===== src/rtl/dpram_pkg.sv =====
package dpram_pkg;

    localparam int NUM_PORTS = 2;
    localparam int PORT_L    = 0;
    localparam int PORT_R    = 1;

    typedef struct packed {
        logic sel;
        logic wr;
        logic rd;
    } port_ctl_t;

    typedef enum logic {
        WIN_LEFT  = 1'b0,
        WIN_RIGHT = 1'b1
    } winner_e;

    function automatic port_ctl_t decode_ctl(input logic ce0_n, input logic ce1,
                                             input logic rw_n, input logic oe_n);
        port_ctl_t c;
        c.sel = ~ce0_n & ce1;
        c.wr  = c.sel & ~rw_n;
        c.rd  = c.sel & rw_n & ~oe_n;
        return c;
    endfunction

endpackage


===== src/rtl/dpram_arbiter.sv =====
module dpram_arbiter
    import dpram_pkg::*;
#(
    parameter int ADDR_W = 5
) (
    input  logic              clk,
    input  logic              rst,
    input  logic              l_sel,
    input  logic              r_sel,
    input  logic [ADDR_W-1:0] l_addr,
    input  logic [ADDR_W-1:0] r_addr,
    output logic              busy_l,
    output logic              busy_r
);

    logic              prev_l_sel, prev_r_sel;
    logic [ADDR_W-1:0] prev_l_addr, prev_r_addr;
    logic              cont_q;
    logic [ADDR_W-1:0] cont_addr_q;
    winner_e           own_q;

    logic    hit;
    winner_e win;
    logic    r_incumbent, l_incumbent;

    always_comb begin
        hit         = l_sel & r_sel & (l_addr == r_addr);
        r_incumbent = prev_r_sel & (prev_r_addr == l_addr);
        l_incumbent = prev_l_sel & (prev_l_addr == l_addr);
        if (cont_q && (cont_addr_q == l_addr))
            win = own_q;
        else if (r_incumbent && !l_incumbent)
            win = WIN_RIGHT;
        else
            win = WIN_LEFT;
        busy_l = hit & (win == WIN_RIGHT);
        busy_r = hit & (win == WIN_LEFT);
    end

    always_ff @(posedge clk) begin
        if (rst) begin
            prev_l_sel  <= 1'b0;
            prev_r_sel  <= 1'b0;
            prev_l_addr <= '0;
            prev_r_addr <= '0;
            cont_q      <= 1'b0;
            cont_addr_q <= '0;
            own_q       <= WIN_LEFT;
        end else begin
            prev_l_sel  <= l_sel;
            prev_r_sel  <= r_sel;
            prev_l_addr <= l_addr;
            prev_r_addr <= r_addr;
            cont_q      <= hit;
            cont_addr_q <= l_addr;
            own_q       <= win;
        end
    end

endmodule


===== src/rtl/dpram_core.sv =====
module dpram_core #(
    parameter int ADDR_W = 5,
    parameter int DATA_W = 9
) (
    input  logic              clk,
    input  logic              we_l,
    input  logic              we_r,
    input  logic [ADDR_W-1:0] addr_l,
    input  logic [ADDR_W-1:0] addr_r,
    input  logic [DATA_W-1:0] wd_l,
    input  logic [DATA_W-1:0] wd_r,
    output logic [DATA_W-1:0] rd_l,
    output logic [DATA_W-1:0] rd_r
);

    localparam int DEPTH = 1 << ADDR_W;

    logic [DATA_W-1:0] mem [DEPTH];

    assign rd_l = mem[addr_l];
    assign rd_r = mem[addr_r];

    // Right first so that a same-word double write keeps the left data.
    always_ff @(posedge clk) begin
        if (we_r) mem[addr_r] <= wd_r;
        if (we_l) mem[addr_l] <= wd_l;
    end

endmodule


===== src/rtl/dpram_rd_stage.sv =====
module dpram_rd_stage #(
    parameter int DATA_W = 9
) (
    input  logic              clk,
    input  logic              rst,
    input  logic              rd_en,
    input  logic [DATA_W-1:0] din,
    output logic [DATA_W-1:0] dout,
    output logic              dout_oe
);

    always_ff @(posedge clk) begin
        if (rst || !rd_en) begin
            dout    <= '0;
            dout_oe <= 1'b0;
        end else begin
            dout    <= din;
            dout_oe <= 1'b1;
        end
    end

endmodule


===== src/rtl/dpram_arb.sv =====
module dpram_arb
    import dpram_pkg::*;
#(
    parameter int ADDR_W = 5,
    parameter int DATA_W = 9
) (
    input  logic              clk,
    input  logic              rst,
    input  logic              master_sel,
    input  logic              l_ce0_n,
    input  logic              l_ce1,
    input  logic              l_rw_n,
    input  logic              l_oe_n,
    input  logic [ADDR_W-1:0] l_addr,
    input  logic [DATA_W-1:0] l_wdata,
    output logic [DATA_W-1:0] l_rdata,
    output logic              l_rdata_oe,
    input  logic              l_busy_in,
    output logic              l_busy_out,
    input  logic              r_ce0_n,
    input  logic              r_ce1,
    input  logic              r_rw_n,
    input  logic              r_oe_n,
    input  logic [ADDR_W-1:0] r_addr,
    input  logic [DATA_W-1:0] r_wdata,
    output logic [DATA_W-1:0] r_rdata,
    output logic              r_rdata_oe,
    input  logic              r_busy_in,
    output logic              r_busy_out
);

    port_ctl_t         ctl      [NUM_PORTS];
    logic [DATA_W-1:0] arr_rd   [NUM_PORTS];
    logic [DATA_W-1:0] rdata    [NUM_PORTS];
    logic              rdata_oe [NUM_PORTS];
    logic              raw_busy [NUM_PORTS];
    logic              busy_in  [NUM_PORTS];
    logic              blk      [NUM_PORTS];
    logic              we       [NUM_PORTS];

    always_comb begin
        ctl[PORT_L]     = decode_ctl(l_ce0_n, l_ce1, l_rw_n, l_oe_n);
        ctl[PORT_R]     = decode_ctl(r_ce0_n, r_ce1, r_rw_n, r_oe_n);
        busy_in[PORT_L] = l_busy_in;
        busy_in[PORT_R] = r_busy_in;
    end

    dpram_arbiter #(.ADDR_W(ADDR_W)) u_arb (
        .clk    (clk),
        .rst    (rst),
        .l_sel  (ctl[PORT_L].sel),
        .r_sel  (ctl[PORT_R].sel),
        .l_addr (l_addr),
        .r_addr (r_addr),
        .busy_l (raw_busy[PORT_L]),
        .busy_r (raw_busy[PORT_R])
    );

    dpram_core #(.ADDR_W(ADDR_W), .DATA_W(DATA_W)) u_core (
        .clk    (clk),
        .we_l   (we[PORT_L]),
        .we_r   (we[PORT_R]),
        .addr_l (l_addr),
        .addr_r (r_addr),
        .wd_l   (l_wdata),
        .wd_r   (r_wdata),
        .rd_l   (arr_rd[PORT_L]),
        .rd_r   (arr_rd[PORT_R])
    );

    for (genvar p = 0; p < NUM_PORTS; p++) begin : g_port
        assign blk[p] = master_sel ? raw_busy[p] : busy_in[p];
        assign we[p]  = ctl[p].wr & ~blk[p];

        dpram_rd_stage #(.DATA_W(DATA_W)) u_rd (
            .clk     (clk),
            .rst     (rst),
            .rd_en   (ctl[p].rd),
            .din     (arr_rd[p]),
            .dout    (rdata[p]),
            .dout_oe (rdata_oe[p])
        );
    end

    assign l_rdata    = rdata[PORT_L];
    assign r_rdata    = rdata[PORT_R];
    assign l_rdata_oe = rdata_oe[PORT_L];
    assign r_rdata_oe = rdata_oe[PORT_R];
    assign l_busy_out = master_sel & raw_busy[PORT_L];
    assign r_busy_out = master_sel & raw_busy[PORT_R];

endmodule


===== config.mk =====
export PLATFORM = sky130hd
export DESIGN_NAME = dpram_arb
export DESIGN_NICKNAME = d
export VERILOG_FILES = /design/src/rtl/dpram_pkg.sv /design/src/rtl/dpram_arbiter.sv /design/src/rtl/dpram_core.sv /design/src/rtl/dpram_rd_stage.sv /design/src/rtl/dpram_arb.sv
export SDC_FILE = /design/constraint.sdc
export NUM_CORES = 1
export LEC_CHECK = 0
export ABC_CLOCK_PERIOD_IN_PS = 6500
export BUFFER_PORTS_ARGS = -buffer_cell sky130_fd_sc_hd__buf_2
export CORE_ASPECT_RATIO = 0.75
export CORE_MARGIN = 5
export CORE_UTILIZATION = 55
export CTS_CLUSTER_DIAMETER = 50
export CTS_CLUSTER_SIZE = 40
export DETAILED_ROUTE_END_ITERATION = 6
export PLACE_DENSITY = 0.84
export SYNTH_ARGS = -nofsm -noshare
export SYNTH_HDL_FRONTEND = slang
export SYNTH_HIERARCHICAL = 1
export SYNTH_SLANG_ARGS = --single-unit

===== constraint.sdc =====
create_clock -name clk -period 6.5 [get_ports clk]
set_input_delay 0.325 -clock clk [delete_from_list [all_inputs] [get_ports clk]]
set_output_delay 0.325 -clock clk [all_outputs]
set_load 0.02 [all_outputs]

Word level (Yosys, flattened, before mapping)
Memories as Yosys holds them, arrays and structs flattened. A register that Yosys moved wholly into a read port is not among the register bits.
Index checks and enable logic that the tools add are counted.
{ "op_classes": {"n_mux": 10, "eq_ne": 3, "n_mul": 0, "magnitude_cmp": 0, "reduce_logical": 7, "n_shift": 0, "n_bitwise": 27, "div": 0, "n_addsub": 0} }
{ "ops": {"columns": ["cell", "n"], "rows": [
  ["bitwise AND 1 bit", 18],
  ["equality test 5 bit", 3],
  ["two-way mux 1 bit", 10],
  ["NOT 1 bit", 9],
  ["logical NOT 1 bit", 3],
  ["logical AND 1 bit", 2],
  ["logical OR 1 bit", 2]
]} }
{ "totals": {"latch_bits": 0, "input_bits": 41, "memories": 1, "reg_bits": 16, "wordCells": 56, "mem_bits_rw": 288, "romBits": 0} }
{ "memory_table": {"columns": ["memory", "depth", "width", "rd", "rd_ports_with_merged_regs", "write_ports", "line_no", "text"], "rows": [
  ["u_core.mem", 32, 9, 2, 2, 2, "dpram_core.sv:18", "logic [DATA_W-1:0] mem [DEPTH];"]
]} }

Logic depth before layout (Yosys ltp)
Gate-level depths: netlist of run 1.
{ "depth": {"depth_word": 13, "mapped_depth": 11, "ltp_nobuf": 10} }

By module
Netlist of run 1, hierarchy kept.
{ "by_module_without_submodules": {"columns": ["mod", "instances", "cells_each", "area_each_um2"], "rows": [
  ["dpram_core", 1, 1321, 17498.0],
  ["dpram_rd_stage", 2, 20, 285.3],
  ["dpram_arbiter", 1, 56, 568.0],
  ["dpram_arb", 1, 11, 110.1]
]} }

Worst setup path before layout of run 1
No wires, ideal clock.
{ "synth_timing": {"kind": "in2reg", "startpoint": "input l_addr[2]", "endpoint": "memory u_core.mem[16][0] (enable)", "arrival_time_ps": 2897, "setup_time_ps": 387, "n_path_buf": 1, "stages": 9, "required_time_ps": 6113, "path_slack_ps": 3216, "cell_sequence": "xor2_1 nor3_1 nand4_1 and3b_1 and2_4 nor4b_2 or3b_2 clkbuf_1 o21ai_0"} }
{ "synth_lines": {"columns": ["item", "line_no", "text"], "rows": [
  ["start, declared", "dpram_arb.sv:14", "input logic [ADDR_W-1:0] l_addr,"],
  ["end, declared", "dpram_core.sv:18", null]
]} }

==> metrics.txt, run 1 <==
Slew Viols, Final 0; fmax 224 MHz; Placed Area 19100 µm²; NumNets Final 1434; antenna-violating nets left 0; worst hold slack 85.9 ps; Overflow after GRT 0; worst min-delay path class input pin to flip-flop; TritonCTS Buffers 27; Worst-path clk slew 70 ps; H-tree levels 1; final instance area 20000 µm²; RSZ-0062 raised after global routing false; Setup CP Type input pin to flip-flop; top cells by count, synth edfxtp_1 (288), mux2i_1 (288), mux2_2 (286); TritonCTS clock tree built; Root Buffer Master clkbuf_16; Area Growth Syn to Fin 6.80%; postcts setup bufs 0; Finished Core Util 0.596; top cells by area, synth edfxtp_1 (46%), mux2_2 (17%), mux2i_1 (15%); Leak 0.00729 µW; Vias/cell 7.28; fin crit share 0.687; number of DRC markers in iteration 0 2338; hold buffer count at CTS 0; Place WS 1650 ps; Synth Flop Type edfxtp_1; number of inserted diodes 0; crit path DAT 4650 ps; Worst slew margin 0.0891; GRT Total Usage 0.323; mean area per synthesized cell 13.1 µm²; Mapped Cells 1428; Hold Crit Start r_ce0_n; TritonRoute pass-1 iters 7; final hold viol count 0; Detailed Place HPWL 43.7 mm; Setup TNS Final 0 ps; Synth Cell Area 18700 µm²; failing checks design-rule violations; worst setup margin 2030 ps; drt wl/cell 34.1 µm; min cycle time layout 4470 ps; Starting Density 0.558; Chip Height 170 µm; Post-synth EDFFs 288; Ports 63; largest net degree at the start of global routing 60; Clock Path Buffers 3; Die ar. 37900 µm²; layout cells sized above 1 0.319; Residual DRC 2; initial antenna violation count 4; clock skew 17.7 ps; Cell variety after synth 51; status finished with violations; CP startpoint l_addr[2]; CP Capture Type flip-flop; worst skew pair latency 570 ps; Seq/Total Area, Yosys 0.498; post-synth top area cell edfxtp_1; input/output buffers 62; FP Rows 58; Max Cap Violations 0; PwrDens 223 nW/µm²; Via Count 13600; async set-reset flop share out of synthesis 0; R2R Path Start u_arb/cont_addr_q[1]; RD Place Congestion 1.17; yosys warns 6; type of origin of the critical path input pin; CP max FO 34; core area 33600 µm²; VDD IR max 182 µV; vias in the first global route 12700; cts repair resizes 0; Required @ worst endpoint 6680 ps; Tightest Pin Transition 1350 ps; Synth top area share 0.461; Synth Register Bits 322; CTS Sinks 322; final WL 63.6 mm; die span in x 223 µm; final setup vio count 0; first-pass GRT wire length 89.6 mm; syn_nets 1469
-- routing by layer --
layer  routed length (µm)  GRT usage  vias up
li1                     -          -     5559
met1                25800      0.471     6839
met2                25800      0.457     1001
met3                 9580      0.120      153
met4                 2070     0.0759       12
met5                  299     0.0471        -
-- worst max-delay path, stage by stage --
cell	delay [ps]
buf_2	680
xor2_1	140
nor3_1	310
nand4_1	180
and3b_1	210
and2_4	150
nor4b_2	590
nand3_1	750
o21ai_0	1270
-- sequential cells by signal, indices dropped and copies added, names as in the netlist --
register / count
g_port.u_rd/dout: 18
g_port.u_rd/dout_oe: 2
u_arb/cont_addr_q: 5
u_arb/cont_q: 1
u_arb/own_q: 1
u_arb/prev_l_sel: 1
u_arb/prev_r_addr: 5
u_arb/prev_r_sel: 1
u_core/mem: 288
-- placed cells by master (no fill, tap or decap), types with 8 or more instances in the layout --
| master | synthesis | final |
|---|---|---|
| mux2i_1 | 288 | 288 |
| edfxtp_1 | 288 | 288 |
| mux2_2 | 286 | 286 |
| o22ai_1 | 156 | 156 |
| buf_2 | 41 | 60 |
| nor4_1 | 37 | 37 |
| dfxtp_1 | 34 | 34 |
| clkbuf_16 | 0 | 27 |
| nand2_1 | 23 | 23 |
| and3b_1 | 20 | 20 |
| nor2b_1 | 16 | 16 |
| o21ai_0 | 16 | 12 |
| nand2_2 | 12 | 12 |
| nand4bb_1 | 10 | 10 |
| xor2_1 | 9 | 9 |
| nor2_2 | 9 | 9 |
| nand4b_1 | 8 | 8 |
| or4b_2 | 8 | 8 |
-- worst paths after layout --
| path | to | slack, ps | cells past startpoint |
|---|---|---|---|
| min | u_arb/prev_r_sel | 90 | 3 |
| min reg2reg | u_arb/own_q | 530 | 2 |
| max | u_core/mem[3][3] | 2030 | 9 |
| max reg2reg | u_core/mem[3][3] | 2180 | 8 |
-- kinds of logic (layout without fill, tap and decap cells) --
group | Yosys count | count (layout) | share of synthesized area
buffers and inverters | 135 | 120 | 0.0302
and+or+nand+nor | 200 | 200 | 0.0780
AOI/OAI and AO/OA | 180 | 180 | 0.0604
muxes | 576 | 576 | 0.327
xor gates and xnor gates | 15 | 15 | 0.00701
DFF | 322 | 322 | 0.498
-- where the power goes --
| group | total [µW] | internal, µW | switching (µW) |
|---|---|---|---|
| clock | 1670 | 844 | 827 |
| combinational | 511 | 181 | 330 |
| sequential | 2270 | 2270 | 8.25 |
| total | 4460 | 3290 | 1160 |
-- area by class of cell --
class,instances,area [µm²]
fill,2647,13600
inverter,2,7.51
clock inverter,19,204
clock buffer,30,687
tap,450,563
multi-input combinational,971,8850
sequential,322,9330
timing repair buffer,69,380
-- metrics by stage --
stage	power (µW)	cells
finish	4460	1863
global route	4560	1863
CTS	4450	1862
detailed placement	2810	1813
global placement	2800	1813
floorplan	2640	1428
(Power assumes the default switching activity.)
==> run 2, diff against run 1 <==
--- a/config.mk
+++ b/config.mk
@@ -5,7 +5,7 @@
 export SDC_FILE = /design/constraint.sdc
 export NUM_CORES = 1
 export LEC_CHECK = 0
-export ABC_CLOCK_PERIOD_IN_PS = 6500
+export ABC_CLOCK_PERIOD_IN_PS = 4300
 export BUFFER_PORTS_ARGS = -buffer_cell sky130_fd_sc_hd__buf_2
 export CORE_ASPECT_RATIO = 0.75
 export CORE_MARGIN = 5
==> constraint.sdc (replaced) <==
create_clock -name clk -period 4.3 [get_ports clk]
set_input_delay 0.215 -clock clk [delete_from_list [all_inputs] [get_ports clk]]
set_output_delay 0.215 -clock clk [all_outputs]
set_load 0.02 [all_outputs]
==> metrics.txt, run 2 (synthesis results as in run 1) <==
Worst slew margin 0.244; max reg flops 288; Chip Height 170 µm; GRT Total Usage 0.333; Worst-path clk slew 80 ps; postcts setup bufs 0; Residual DRC 0; family with the most delay on the worst path simple AND/OR/NAND/NOR gates; VDD IR max 387 µV; RSZ-0062 raised after global routing false; worst min-delay path class input pin to flip-flop; final instance area 20600 µm²; Most flops, register u_core/mem; RD Place Congestion 1.14; Die ar. 37900 µm²; Area Growth Syn to Fin 9.84%; type of origin of the critical path input pin; Required @ worst endpoint 4600 ps; Leak 0.00763 µW; commonest non-fill, non-tap cells in the layout mux2i_1 (288), edfxtp_1 (288), mux2_2 (286); die span in x 223 µm; PwrDens 345 nW/µm²; input/output buffers 62; number of DRC markers in iteration 0 2235; FP Rows 58; largest net degree at the start of global routing 134; biggest regs u_core/mem x288, g_port.u_rd/dout x18; Root Buffer Master clkbuf_16; layout cells sized above 1 0.346; total power 7100 µW; crit path DAT 3820 ps; Vias/cell 7.15; NumNets Final 1484; CP Capture Type flip-flop; Setup TNS Final 0 ps; initial antenna violation count 2; Post-Route M1 WL 26.7 mm; Placed Area 19500 µm²; Met2 Wirelength 27.7 mm; min cycle time layout 3520 ps; vias in the first global route 12900; first-pass GRT wire length 92.6 mm; R2R setup slack 840 ps; worst path bufs/invs 3; Clock Path Buffers 3; Starting Density 0.558; cells along the critical path dlygate4sd3_1, buf_2, xor2_1, nor3_1, a211o_1, a21oi_1, and2_4, a2111oi_4, or3b_1, nor3_4, o21bai_1, buf_4; Via Count 13700; Max Cap Violations 0; max incr delay on CP 660 ps; status finished, final reports clean; antenna-violating nets left 0; Top Metal Used met5; Ports 63; fin crit share 0.818; final WL 65.1 mm; fmax 284 MHz; Slew Viols, Final 0; drt wl/cell 34.0 µm; Detailed Place HPWL 44.5 mm; CP max FO 10; met3 wire length 8.89 mm; clock skew 17.7 ps; Setup CP Type input pin to flip-flop; H-tree levels 1; final setup vio count 0; critical-path cell with the highest stage delay or3b_1; TritonCTS clock tree built; Overflow after GRT 0; FILL cells 2612; worst skew pair latency 600 ps; CTS Sinks 322; core area 33600 µm²; Tightest Pin Transition 1130 ps; TritonRoute pass-1 iters 5; TritonCTS Buffers 29; final hold viol count 0
==> run 2: cell types whose count changed in the layout (fill, tap and decap cells not counted), sizes merged <==
| cell | previous run | this run |
|---|---|---|
| clkbuf | 33 | 31 |
| dlygate4sd3 | 0 | 2 |
| diode | 0 | 2 |
| clkinv | 7 | 9 |
| inv | 12 | 17 |
| buf | 66 | 113 |
| clkinvlp | 1 | 0 |
==> run 2: worst min-delay path, delay by kind of cell <==
| kind | cells | cell delay, ps |
|---|---|---|
| xor gates and xnor gates | 1 | 70 |
| buffers and inverters | 1 | 110 |
| and+or+nand+nor | 2 | 170 |
==> run 2: per-layer routing <==
| layer | GRT usage | vias to the layer above |
|---|---|---|
| li1 | - | 5672 |
| met1 | 0.497 | 6939 |
| met2 | 0.492 | 999 |
| met3 | 0.0886 | 96 |
| met4 | 0.0761 | 2 |
| met5 | 0 | - |
==> run 2: report_power, final <==
part	switching, µW	internal (µW)
Clock	1450	1420
Combinational	501	287
Sequential	11.4	3420
Total	1960	5130
==> run 2: layout make-up <==
cell class | count | area, µm² | area share
Inverter | 2 | 7.51 | 0.000365
Tap cell | 450 | 563 | 0.0273
Timing Repair Buffer | 117 | 771 | 0.0374
Antenna cell | 2 | 5.00 | 0.000243
Clock inverter | 25 | 339 | 0.0165
Sequential cell | 322 | 9330 | 0.453
Clock buffer | 29 | 726 | 0.0352
Multi-Input combinational cell | 971 | 8850 | 0.430
==> run 2: path summary, 6_finish.rpt <==
path	from	end	depth (start not counted)
max	l_addr[2]	u_core/mem[24][8]	12
min	r_addr[3]	u_arb/cont_q	4
max reg2reg	u_arb/cont_addr_q[1]	u_core/mem[24][8]	10
min reg2reg	u_arb/own_q	u_arb/own_q	2
==> run 2: what timing repair did <==
item                      CTS  global route
hold endpoints to repair    3             0
hold buffers                2             0
resized for setup           0             0
==> run 2: stage by stage <==
stage	hold WS, ps	util	std cells	setup slack (ps)
CTS	15.7	0.613	1916	850
global route	36.2	0.613	1916	617
finish	30.3	0.613	1918	783
floorplan	287	-	1428	1040
detailed placement	535	0.580	1860	630
global placement	514	0.580	1860	671
